===== src/rtl/arb_pkg.sv =====
package arb_pkg;
  // strobes from the grant control to the credit datapath
  typedef struct packed {
    logic consume;  // a DMA access finishes this cycle
    logic reload;   // refill credit from the weight register
  } creditCtl_t;
endpackage


===== src/rtl/arb_credit_path.sv =====
module arb_credit_path
  import arb_pkg::*;
#(
  parameter int ALLOC_W = 3
) (
  input  logic               clk,
  input  logic               rstN,
  input  logic               cfgWrEn,
  input  logic [ALLOC_W-1:0] cfgWrData,
  input  creditCtl_t         ctl,
  output logic               allocZero,
  output logic               creditEmpty,
  output logic [ALLOC_W-1:0] allocVal
);
  localparam logic [ALLOC_W-1:0] ZERO = '0;
  localparam logic [ALLOC_W-1:0] ONE  = ALLOC_W'(1);

  logic [ALLOC_W-1:0] allocReg;
  logic [ALLOC_W-1:0] creditCnt;
  logic [ALLOC_W-1:0] creditLeft;

  // credit as seen by a decision in this cycle
  always_comb begin
    if (ctl.consume && creditCnt != ZERO) creditLeft = creditCnt - ONE;
    else                                  creditLeft = creditCnt;
  end

  always_ff @(posedge clk or negedge rstN) begin
    if (!rstN) begin
      allocReg  <= ZERO;
      creditCnt <= ZERO;
    end else if (cfgWrEn) begin
      allocReg  <= cfgWrData;
      creditCnt <= cfgWrData;
    end else if (ctl.reload) begin
      creditCnt <= allocReg;
    end else begin
      creditCnt <= creditLeft;
    end
  end

  assign allocZero   = (allocReg == ZERO);
  assign creditEmpty = (creditLeft == ZERO);
  assign allocVal    = allocReg;
endmodule


===== src/rtl/arb_grant_ctrl.sv =====
module arb_grant_ctrl
  import arb_pkg::*;
(
  input  logic       clk,
  input  logic       rstN,
  input  logic       cpuReq,
  input  logic       dmaReq,
  input  logic       accDone,
  input  logic       allocZero,
  input  logic       creditEmpty,
  output logic       cpuGnt,
  output logic       dmaGnt,
  output creditCtl_t ctl
);
  logic busy;
  logic decide;
  logic pickCpu;
  logic pickDma;

  assign busy   = cpuGnt | dmaGnt;
  assign decide = !busy | accDone;

  // processor wins unless the DMA holds priority and still has credit
  assign pickCpu = cpuReq & (!dmaReq | allocZero | creditEmpty);
  assign pickDma = dmaReq & !pickCpu;

  always_comb begin
    ctl.consume = accDone & dmaGnt;
    ctl.reload  = decide & (pickCpu | (creditEmpty & !cpuReq));
  end

  always_ff @(posedge clk or negedge rstN) begin
    if (!rstN) begin
      cpuGnt <= 1'b0;
      dmaGnt <= 1'b0;
    end else if (decide) begin
      cpuGnt <= pickCpu;
      dmaGnt <= pickDma;
    end
  end
endmodule


===== src/rtl/periph_bus_arbiter.sv =====
module periph_bus_arbiter
  import arb_pkg::*;
#(
  parameter int ALLOC_W = 3
) (
  input  logic               clk,
  input  logic               rstN,
  input  logic               cpuReq,
  input  logic               dmaReq,
  input  logic               accDone,
  input  logic               cfgWrEn,
  input  logic [ALLOC_W-1:0] cfgWrData,
  output logic               cpuGnt,
  output logic               dmaGnt
);
  creditCtl_t         ctl;
  logic               allocZero;
  logic               creditEmpty;
  logic [ALLOC_W-1:0] allocVal;

  arb_grant_ctrl u_ctrl (
    .clk         (clk),
    .rstN        (rstN),
    .cpuReq      (cpuReq),
    .dmaReq      (dmaReq),
    .accDone     (accDone),
    .allocZero   (allocZero),
    .creditEmpty (creditEmpty),
    .cpuGnt      (cpuGnt),
    .dmaGnt      (dmaGnt),
    .ctl         (ctl)
  );

  arb_credit_path #(.ALLOC_W(ALLOC_W)) u_path (
    .clk         (clk),
    .rstN        (rstN),
    .cfgWrEn     (cfgWrEn),
    .cfgWrData   (cfgWrData),
    .ctl         (ctl),
    .allocZero   (allocZero),
    .creditEmpty (creditEmpty),
    .allocVal    (allocVal)
  );
endmodule


===== config.mk =====
export PLATFORM = sky130hd
export DESIGN_NAME = periph_bus_arbiter
export DESIGN_NICKNAME = d
export VERILOG_FILES = /design/src/rtl/arb_pkg.sv /design/src/rtl/arb_credit_path.sv /design/src/rtl/arb_grant_ctrl.sv /design/src/rtl/periph_bus_arbiter.sv
export SDC_FILE = /design/constraint.sdc
export NUM_CORES = 1
export LEC_CHECK = 0
export BUFFER_PORTS_ARGS = -buffer_cell sky130_fd_sc_hd__buf_2
export CORE_AREA = 2 2 39 41
export DETAILED_ROUTE_END_ITERATION = 12
export DIE_AREA = 0 0 41 43
export PLACE_DENSITY = 0.66
export SYNTH_ARGS = -nofsm -noshare
export SYNTH_HDL_FRONTEND = slang
export SYNTH_SLANG_ARGS = --single-unit

===== constraint.sdc =====
create_clock -name clk -period 4.6 [get_ports clk]
set_input_delay 0 -clock clk [delete_from_list [all_inputs] [get_ports clk]]
set_output_delay 0 -clock clk [all_outputs]
set_load 0.005 [all_outputs]

**Yosys cells after proc, flatten, opt, wreduce, memory -nomap -nowiden**

Cells that the tools add are included.

- Register bits after elaboration: 8
- Output and inout port bits: 2
- Logic and storage cells: 26

- $add $sub $neg: 1
- Multiplexer cells: 3
- Bitwise logic cells: 10
- Reductions and logical operators: 8

Operators by type and width:

| kind | number |
|---|---|
| $mux 3 | 3 |
| $logic_not 3->1 | 2 |
| $and 1x1->1 | 5 |
| $or 1x1->1 | 5 |
| $logic_not 1->1 | 4 |
| $reduce_bool 3->1 | 1 |
| $sub 3x1->3 const B | 1 |
| $logic_and 1x1->1 | 1 |

**Depth between registers and ports, before layout**

Gate-level depths: netlist of the first run.

- Depth after elaboration: 10
- Mapped depth: 7
- Mapped depth without buffers: 7

**By module**

From an unflattened synthesis of the first run, not the netlist that was laid out.

- Cell total of the unflattened synthesis: 47
- Area, all modules: 490.5 µm²

By module, submodules not included:

| module | times used | cells an instance | area an instance (µm²) | seq. area each (µm²) |
|---|---|---|---|---|
| arb_credit_path | 1 | 34 | 347.8 | 150.1 |
| arb_grant_ctrl | 1 | 13 | 142.6 | 50.0 |

**Least setup slack after synthesis of the first run**

No wires, ideal clock.

- Kind: register to register
- Start: register u_path.creditCnt[0]
- End: register u_path.creditCnt[0]
- Setup time: 0.069 ns
- Arrival time: 1.701 ns
- Slack: 2.830 ns
- Cell stages (with the launch flop): 8
- Path buffers: 0
- Period minus slack after synthesis: 1.770 ns
- Cells stage by stage: dfrtp_1 > inv_1 > ha_1 > ha_1 > nand3b_4 > mux2i_4 > or4_1 > nand3_1

- Cells in the longest elaborated chain, start to end: 10
- Elaborated cells on any way between the ends: 12

RTL lines:

| element | line | RTL |
|---|---|---|
| start, declared | arb_credit_path.sv:19 | `logic [ALLOC_W-1:0] creditCnt;` |
| start signal, assigned | arb_credit_path.sv:34 | `creditCnt <= cfgWrData;` |
| start signal, assigned | arb_credit_path.sv:36 | `creditCnt <= allocReg;` |
| start signal, assigned | arb_credit_path.sv:38 | `creditCnt <= creditLeft;` |
| branches (longest 2 deep; another with $sub 3x1->3) | -- |  |
| $mux 3 * | arb_credit_path.sv:24 | `if (ctl.consume && creditCnt != ZERO) creditLeft = creditCnt - ONE;` |
| $logic_not 3->1 | arb_credit_path.sv:43 | `assign creditEmpty = (creditLeft == ZERO);` |
| $or 1x1->1 | arb_grant_ctrl.sv:24 | `assign pickCpu = cpuReq & (!dmaReq \| allocZero \| creditEmpty);` |
| $and 1x1->1 | arb_grant_ctrl.sv:24 |  |
| $or 1x1->1 | arb_grant_ctrl.sv:29 | `ctl.reload = decide & (pickCpu \| (creditEmpty & !cpuReq));` |
| $and 1x1->1 | arb_grant_ctrl.sv:29 |  |
| $mux 3 * | arb_credit_path.sv:35 | `end else if (ctl.reload) begin` |
| $mux 3 * | arb_credit_path.sv:32 | `end else if (cfgWrEn) begin` |

Every way passes the cells marked *.
A chain may end at the register's enable or synchronous reset.

**Worst setup path in the final report of the first run**

Ends and elaborated chain as after synthesis.

==> reports/qor.yml, run 1 <==
worstMarginPinSlew_ns: 0.3495
endpoint_kind: "register"
ir_drop_mv: 0.1113
die_h_um: 43
cts.sinks: 8
status: "finished, final reports clean"
crit_fanout: 4
drt-total-wl_um: 912
synth_nets: 60
p_sw_share_pct: 30.93
final_nets: 79
die_w_um: 41
syn2layout_area_growth_pct: 28.17
power.internal_mw: 0.1492
numCtsBuffers: 3
core_um2: 1384
rows: 14
viasPerCell: 4.963
htree_levels: 1
pwr-share-clk_pct: 25.1
required_ns: 4.79
hpwl_um: 720.4
root_buffer: "clkbuf_4"
yosys_warnings: 0
syn_area_per_cell_um2: 10.06
pwr_density_cell_nw_per_um2: 341.8
dieArea_um2: 1763
pre_cts_slack_ns: 2.730
overflow: 0
critical_path_class: "reg2reg"
io_pins: 11
clk_path_buf_depth: 2
grt_pass1_wl_mm: 1.538
rsz0062_at_grt: "no"
arrival_ns: 2.05
drive_above_1_share_pct: 27.27
synth_edf_count: 0
tns_ns: 0
place.gp.congestion: 0.8357
report.final.slew_viol_count: 0
critPathLaunchType: "register"
setup_viol: 0
combPwrFrac_pct: 33.6
yosysUniqueCellTypes: 26
min_path_type: "in2reg"
layout_setup_ws_ns: 2.733
grt_pass1_vias: 372
synth-seq-cells: 8
final_cell_mix: "10 x buf_2, 8 x dfrtp_1, 7 x inv_1"
wire_per_inst_um: 11.12
clock_latency_ns: 0.26
post_synth_inst_count: 49
final_common_cell: "buf_2"
synth-seq-area-share_pct: 40.61
grt_use_total_pct: 13.50
start_util_pct: 35.62
drc_errors: 0
final_hold_viol_count: 0
max_cap_viol_count: 0
async_flop_share_pct: 100.0
syn-cell-area_um2: 493.0
ant_nets: 0
n_antenna_cell: 0
cts_tree: "done"
firstDrtPassIters: 4
fin_crit_sh_pct: 40.59
relSlewSlack_pct: 76.65
clk_pin_slew_ns: 0.05
numPortBuffers: 10
synth-main-ff-cell: "dfrtp_1"
drtIter0Drc: 5
switching_power_mw: 0.06680
cts_setup_buffers: 0
period_needed_ns: 1.867
finalClockSkew_ns: 0.01106
num_vias: 407
fmax_ghz: 0.5355
leakage_nw: 0.3125
seqPwrFrac_pct: 41.2
antenna_found_initial: 0
grt_start_max_net_pins: 12
[cell families (layout without fill, tap and decap cells)]
logic type,after synthesis,count (layout),share of synthesized area (%)
compound gates,13,13,18.28
mux,3,3,9.136
simple gates,14,14,19.04
fa+ha+maj,2,2,5.075
xor+xnor,1,1,1.777
flops,8,8,40.61
buf+inv,8,25,6.092
[layer usage]
metal / track usage [%] / wire length [um] / vias to the layer above
met5: 0 / 0 / -
met4: 8.000 / 23 / 0
met3: 4.712 / 30 / 4
met2: 19.38 / 445 / 10
met1: 16.67 / 413 / 183
li1: - / - / 210
[timing repair]
action | 4_1_cts | 5_1_grt
hold endpoints to repair | 13 | 0
resized for setup | 0 | 0
hold buffers | 5 | 0
endpoints found under the setup margin | 0 | 0
[synthesized netlist by cell type (all sizes together) (2+ instances only)]
cell type / instances / area (um2)
dfrtp: 8 / 200.2
ha: 2 / 25.02
inv: 7 / 26.28
mux2: 2 / 22.52
nand2: 5 / 18.77
nand3: 2 / 10.01
o21ai: 5 / 25.02
o31a: 2 / 17.52
or3: 2 / 17.52
[worst max-delay path, cell delays in order, from the launching register on]
cell	delay, ns
dfrtp_1	0.36
inv_1	0.07
ha_1	0.19
ha_1	0.18
nand3b_4	0.19
mux2i_4	0.21
or4_1	0.51
nand3_1	0.08
[per-stage QoR]
| stage | power [mW] | hold slack (ns) | instance area, um2 | cells | util [%] |
|---|---|---|---|---|---|
| finish | 0.2160 | 0.007994 | 631.9 | 82 | 45.66 |
| global route | 0.2346 | 0.01116 | 631.9 | 82 | 45.66 |
| CTS | 0.2191 | 0.0003939 | 631.9 | 82 | 45.66 |
| detailed placement | 0.1602 | -0.1444 | 559.3 | 74 | 40.42 |
| global placement | 0.1589 | -0.1459 | 559.3 | 74 | 40.42 |
| floorplan | 0.1418 | -0.2956 | 493.0 | 49 | - |
[sequential cells by signal, indices dropped and copies added (netlist names)]
name              cells
u_ctrl.dmaGnt         1
u_path.allocVal       3
u_ctrl.cpuGnt         1
u_path.creditCnt      3
[power by group through the flow]
stage / Clock [mW] / Combinational [mW] / Sequential, mW
2_1_floorplan: 0 / 0.0525 / 0.0893
4_1_cts: 0.0566 / 0.0731 / 0.0894
3_5_place_dp: 0 / 0.0695 / 0.0907
3_3_place_gp: 0 / 0.0687 / 0.0902
5_1_grt: 0.0613 / 0.0827 / 0.0906
6_report: 0.0542 / 0.0727 / 0.0890
[worst paths after layout]
check / slack, ns / cells after the start / start / end
worst max-delay path: 2.73 / 7 / u_path.creditCnt[0] / u_path.creditCnt[0]
worst min-delay path: 0.008 / 2 / dmaReq / u_ctrl.dmaGnt
worst max register to register: 2.73 / 7 / u_path.creditCnt[0] / u_path.creditCnt[0]
worst min register to register: 0.49 / 2 / u_path.allocVal[1] / u_path.allocVal[1]
max in group asynchronous: 4.31 / 2 / rstN / u_ctrl.cpuGnt
min in group asynchronous: 0.11 / 2 / rstN / u_path.creditCnt[2]
[area by class of cell]
type,instances,area (um2)
inverter,7,26.28
sequential,8,200.2
multi-input combinational,33,262.8
clock buffer,3,22.52
tap,16,20.02
timing repair buffer,15,100.1
fill,138,752.0
(Power assumes the default switching activity.)
==> run 2: changes to the inputs <==
Settings changed: ABC_AREA from default to 1, PLACE_DENSITY 0.66 to 0.64.
Clock period 4.6 ns to 1.8 ns, I/O delays scaled along.
==> run 2 against run 1 <==
Against the previous run:
- final cell count rose by 17%
- largest power group unchanged
- largest cell class unchanged
- routed wire length rose by 0.88%
- register-to-register slack got worse by 2.6 ns
- hold slack improved by 0.0023 ns
- flip-flop and latch count did not move
- critical path type unchanged
- via count is 6.4% higher
- clock skew shrank 0.0082 ns
- core utilization is 0.54 points lower
- critical endpoint is now u_path.creditCnt[2]
- power grew to 2.7 times the previous value
- die area stayed put
==> reports/qor.yml, run 2 <==
syn-cell-area_um2: 471.7  # -4.3%
leakage_nw: 0.3426  # +9.6%
grt_use_total_pct: 13.79  # +0.29 points
final_nets: 93  # +18%
drtIter0Drc: 7  # +2
final_common_cell: "nand2_1"
n_antenna_cell: 0  # unchanged
numCtsBuffers: 3  # unchanged
min_to: "u_ctrl.dmaGnt"
synth-main-ff-cell: "dfrtp_1"
drc_errors: 0  # unchanged
worstMarginPinSlew_ns: 0.1982  # -0.1513 ns
io_pins: 11  # unchanged
wire_per_inst_um: 9.583  # -14%
overflow: 0  # unchanged
grt_start_max_net_pins: 9  # -3
synth_top_area_share_pct: 42.44  # +1.8 points
synth-seq-area-share_pct: 42.44  # +1.8 points
critPathLaunchType: "register"
place.gp.congestion: 0.7410  # -11%
report.final.slew_viol_count: 0  # unchanged
min_path_type: "in2reg"
cts_setup_buffers: 0  # unchanged
fin_crit_sh_pct: 90.19  # +50 points
start_util_pct: 34.09  # -1.5 points
min_from: "dmaReq"
drive_above_1_share_pct: 30.00  # +2.7 points
ir_drop_mv: 0.5269  # +370%
die_h_um: 43  # unchanged
required_ns: 1.94  # -2.85 ns
synth-seq-cells: 8  # unchanged
final_core_util_pct: 45.12  # -0.54 points
synth_edf_count: 0  # unchanged
post_synth_inst_count: 62  # +27%
crit_fanout: 5  # +1
final-seq-area_um2: 200.2  # unchanged
critical_path_class: "reg2reg"
max_cap_viol_count: 0  # unchanged
multiInputGateArea_um2: 246.5  # -6.2%
antenna_found_initial: 0  # unchanged
rows: 14  # unchanged
numPortBuffers: 10  # unchanged
syn_area_per_cell_um2: 7.608  # -24%
yosys_warnings: 0  # unchanged
totalPowerFinal_mw: 0.5755  # +170%
cts_tree: "done"
grt_pass1_vias: 395  # +6.2%
async_flop_share_pct: 100.0  # unchanged
synth_area_leaders: "dfrtp_1 42%, nand2_1 18%, nand3_1 8.5%"
status: "finished, final reports clean"
cp_slowest_stage_delay_ns: 0.34  # -0.17 ns
crit_path_cell_trace: "inv_1, ha_1, ha_2, inv_1, nand3_2, nand2_1, nand2_1, inv_2, nand3_2, nand2_4, nand3_1, nand3_1, nand2_1"
ff2ff_setup_slack_ns: 0.18  # -2.56 ns
firstDrtPassIters: 4  # unchanged
crit_path_frequent_cell: "nand2_1"
synth_most_common_cell: "nand2_1"
yosysTopAreaCell: "dfrtp_1"
core_um2: 1384  # unchanged
grt_pass1_wl_mm: 1.559  # +1.4%
die_w_um: 41  # unchanged
arrival_ns: 1.77  # -0.28 ns
crit_start: "u_path.creditCnt[0]"
root_buffer: "clkbuf_4"
pwr_density_cell_nw_per_um2: 921.7  # +170%
synthTopCellsByCount: "22 x nand2_1, 10 x inv_1, 8 x dfrtp_1, 8 x nand3_1, 3 x o21ai_0"
htree_levels: 1  # unchanged
clk_path_buf_depth: 2  # unchanged
clock_latency_ns: 0.25  # about the same
final_hold_viol_count: 0  # unchanged
viasPerCell: 4.510  # -9.1%
r2r_end: "u_path.creditCnt[2]"
relSlewSlack_pct: 86.79  # +10 points
whs_path_depth: 3  # +1
ant_nets: 0  # unchanged
dieArea_um2: 1763  # unchanged
finalClockSkew_ns: 0.002823  # -0.008233 ns
final_cell_mix: "20 x nand2_1, 10 x buf_2, 9 x inv_1"
setup_viol: 0  # unchanged
num_vias: 433  # +6.4%
nFillCells: 139  # +0.72%
fmax_ghz: 0.6160  # +15%
endpoint_kind: "register"
period_needed_ns: 1.623  # -0.2439 ns
rr_startpoint: "u_path.creditCnt[0]"
hpwl_um: 709  # -1.6%
clk_pin_slew_ns: 0.05  # about the same
syn2layout_area_growth_pct: 32.36
cts.sinks: 8  # unchanged
drt-total-wl_um: 920  # +0.88%
synth_nets: 73  # +22%
slowest_stage: "dfrtp_1"
yosysUniqueCellTypes: 14  # -46%
r2r_cells: 13  # +6
-- run 2: cell families (layout without fill, tap and decap cells) --
logic type | Yosys count | in the layout | synth area share, %
adder cells (fa/ha/maj) | 2 | 2 | 5.304
AND/OR/NAND/NOR | 36 | 36 | 37.40
flip-flops | 8 | 8 | 42.44
buffers and inverters | 10 | 28 | 7.958
AO/OA/AOI/OAI | 6 | 6 | 6.894
-- run 2: area by class of cell --
| type | count | area share [%] |
|---|---|---|
| clock buffer | 3 | 3.607 |
| timing repair buffer | 15 | 15.63 |
| tap | 16 | 3.206 |
| multi-input combinational | 44 | 39.48 |
| inverter | 10 | 6.012 |
| sequential | 8 | 32.06 |
-- run 2: worst max-delay path by stage --
stage / to / slack [ns] / depth (start not counted)
3_5_place_dp: u_path.creditCnt[2] / 0.13 / 13
3_3_place_gp: u_path.creditCnt[2] / 0.16 / 13
4_1_cts: u_path.creditCnt[2] / 0.12 / 13
6_report: u_path.creditCnt[2] / 0.18 / 13
2_1_floorplan: u_path.creditCnt[0] / 0.24 / 13
5_1_grt: u_path.creditCnt[2] / -0.005 / 13
-- run 2: report_power, final --
group	total [mW]	leakage [nW]	internal, mW	switching [mW]
sequential	0.229	0.0966	0.210	0.0191
combinational	0.212	0.232	0.0884	0.123
clock	0.135	0.0138	0.0761	0.0589
-- run 2: timing repair --
item | in CTS | in global routing
hold buffers | 4 | 0
resized for setup | 0 | 5
endpoints found under the setup margin | 0 | 5
endpoints found under the hold margin | 13 | 0
-- run 2: worst max-delay path: cells and delay by family (launching register included) --
kind | cells | cell delay [ns]
AND/OR/NAND/NOR | 8 | 0.60
flip-flops | 1 | 0.34
adder cells (fa/ha/maj) | 2 | 0.39
buffers and inverters | 3 | 0.19
-- run 2: through the flow --
stage	worst slack, ns	TNS (ns)	hold slack [ns]	std cells	instance area, um2
global route	-0.004627	-0.004627	0.04038	96	624.3
CTS	0.1180	0	0.003575	96	611.8
global placement	0.1618	0	-0.1469	89	549.3
floorplan	0.2360	0	-0.2956	62	471.7
finish	0.1766	0	0.01034	96	624.3
detailed placement	0.1280	0	-0.1456	89	549.3
-- run 2: layer usage --
layer / vias to the layer above / global-route usage [%] / wire length (um)
met5: - / 0 / 0
met4: 0 / 10.00 / 25
met3: 2 / 3.141 / 31
met2: 11 / 18.44 / 412
met1: 188 / 18.71 / 451
li1: 232 / - / -
==> run 3: changes to the inputs <==
Clock period 1.8 ns to 1.85 ns, I/O delays scaled along.
==> run 3 against run 2 <==
Against the previous run:
- core utilization down 0.54 points
- via count up 1.8%
- die area unchanged
- final cell count unchanged
- fmax down 0.72%
- largest power group unchanged
- final area down 1.2%
- register-to-register slack better by 0.04 ns
==> reports/qor.yml, run 3 (synthesis results as in run 2) <==
totalPowerFinal_mw: 0.5467  # -5.0%
crit_start: "u_path.creditCnt[0]"
grt_start_max_net_pins: 9  # unchanged
overflow: 0  # unchanged
critical_path_class: "reg2reg"
final_common_cell: "nand2_1"
final-seq-area_um2: 200.2  # unchanged
rsz0062_at_grt: "no"
grt_use_total_pct: 13.41  # -0.37 points
rr_startpoint: "u_path.creditCnt[0]"
io_pins: 11  # unchanged
leakage_nw: 0.3412  # -0.41%
dieArea_um2: 1763  # unchanged
firstDrtPassIters: 4  # unchanged
worstMarginPinSlew_ns: 0.5681  # +0.3699 ns
die_h_um: 43  # unchanged
clock_latency_ns: 0.25  # about the same
grt_pass1_vias: 403  # +2.0%
crit_fanout: 5  # unchanged
cts_tree: "done"
numCtsBuffers: 3  # unchanged
crit_path_cell_trace: "inv_1, ha_1, ha_2, inv_1, nand3_1, nand2_1, nand2_1, inv_1, nand3_2, nand2_4, nand3_1, nand3_1, nand2_1"
syn2layout_area_growth_pct: 30.77
seqPwrFrac_pct: 40.6  # +0.8 points
slowest_stage: "dfrtp_1"
arrival_ns: 1.78  # about the same
htree_levels: 1  # unchanged
nFillCells: 143  # +2.9%
wire_per_inst_um: 9.365  # -2.3%
drt-total-wl_um: 899  # -2.3%
crit_family: "simple AND/OR/NAND/NOR gates"
combPwrFrac_pct: 34.9  # -1.9 points
min_from: "cfgWrEn"
period_needed_ns: 1.635  # +0.01170 ns
start_util_pct: 34.09  # unchanged
grt_pass1_wl_mm: 1.524  # -2.2%
tns_ns: 0  # unchanged
final_cell_mix: "22 x nand2_1, 10 x inv_1, 10 x buf_2"
ir_drop_mv: 0.5123  # -2.8%
min_path_type: "in2reg"
p_sw_share_pct: 34.64  # -0.31 points
cp_slowest_stage_delay_ns: 0.34  # about the same
clk_path_buf_depth: 2  # unchanged
place.gp.congestion: 0.7368  # -0.57%
rows: 14  # unchanged
drc_errors: 0  # unchanged
drive_above_1_share_pct: 23.75  # -6.3 points
numPortBuffers: 10  # unchanged
root_buffer: "clkbuf_4"
placed_cell_area_um2: 541.8  # -1.4%
ant_nets: 0  # unchanged
final_hold_viol_count: 0  # unchanged
die_w_um: 41  # unchanged
required_ns: 2.00  # +0.06 ns
report.final.slew_viol_count: 0  # unchanged
relSlewSlack_pct: 61.87  # -25 points
finalClockSkew_ns: 0.0007687  # -0.002054 ns
drtIter0Drc: 4  # -3
viasPerCell: 4.594  # +1.8%
max_cap_viol_count: 0  # unchanged
status: "finished, final reports clean"
core_um2: 1384  # unchanged
pwr-share-clk_pct: 24.5  # +1.0 points
fmax_ghz: 0.6116  # -0.72%
antenna_found_initial: 0  # unchanged
n_antenna_cell: 0  # unchanged
num_vias: 441  # +1.8%
switching_power_mw: 0.1894  # -5.8%
stdcell_area_um2: 616.8  # -1.2%
pwr_density_cell_nw_per_um2: 886.3  # -3.8%
endpoint_kind: "register"
cts.sinks: 8  # unchanged
holdWs_ns: 0.01914  # +0.008801 ns
multiInputGateArea_um2: 236.5  # -4.1%
critPathBufInv: 3  # unchanged
fin_crit_sh_pct: 88.39  # -1.8 points
final_nets: 93  # unchanged
setup_viol: 0  # unchanged
critPathLaunchType: "register"
power.internal_mw: 0.3573  # -4.6%
clk_pin_slew_ns: 0.05  # about the same
run 3: cell count changes in the layout (fill, tap and decap cells not counted):
cell | before | now
dlygate4sd3_1 | 4 | 5
nand3_2 | 2 | 1
inv_1 | 9 | 10
inv_2 | 1 | 0
nand2_1 | 20 | 22
nand2_2 | 3 | 1
buf_4 | 1 | 0
nand3_1 | 7 | 8
run 3: per-layer routing:
metal / routed length (um) / vias up / global-route usage (%) / share of wire [%]
li1: - / 231 / - / -
met1: 400 / 195 / 17.06 / 44
met2: 424 / 13 / 18.75 / 47
met3: 46 / 2 / 3.141 / 5.1
met4: 27 / 0 / 10.00 / 3.0
met5: 0 / - / 0 / 0
run 3: power groups by stage:
stage	Sequential (mW)	Combinational [mW]	Clock (mW)
floorplan	0.223	0.135	0
global placement	0.224	0.181	0
detailed placement	0.226	0.183	0
CTS	0.223	0.191	0.141
global route	0.227	0.223	0.146
finish	0.222	0.191	0.134
run 3: final cells by class:
class | count | share of cell area [%]
sequential | 8 | 32.45
tap | 16 | 3.245
timing repair buffer | 15 | 16.23
multi-input combinational | 44 | 38.34
inverter | 10 | 6.085
clock buffer | 3 | 3.651
run 3: final timing paths:
kind	cells past startpoint	to	slack, ns
min in group asynchronous	2	u_path.allocVal[1]	0.11
worst min-delay path	2	u_path.allocVal[1]	0.02
worst max register to register	13	u_path.creditCnt[1]	0.21
max in group asynchronous	2	u_path.creditCnt[0]	1.57
worst min register to register	2	u_path.allocVal[2]	0.57
worst max-delay path	13	u_path.creditCnt[1]	0.21
run 3: timing repair:
action / CTS / global route
buffers inserted: 0 / 0
resized for setup: 0 / 1
setup endpoints to repair: 0 / 1
hold endpoints to repair: 14 / 0
hold buffers: 5 / 0
run 3: stage by stage:
step                      worst slack (ns)  cells  util [%]
after floorplan                     0.2860     62         -
after global placement              0.1902     88     39.15
after detailed placement            0.1724     88     39.15
after CTS                           0.1609     96     44.39
after global routing               0.03717     96     44.57
final                               0.2149     96     44.57
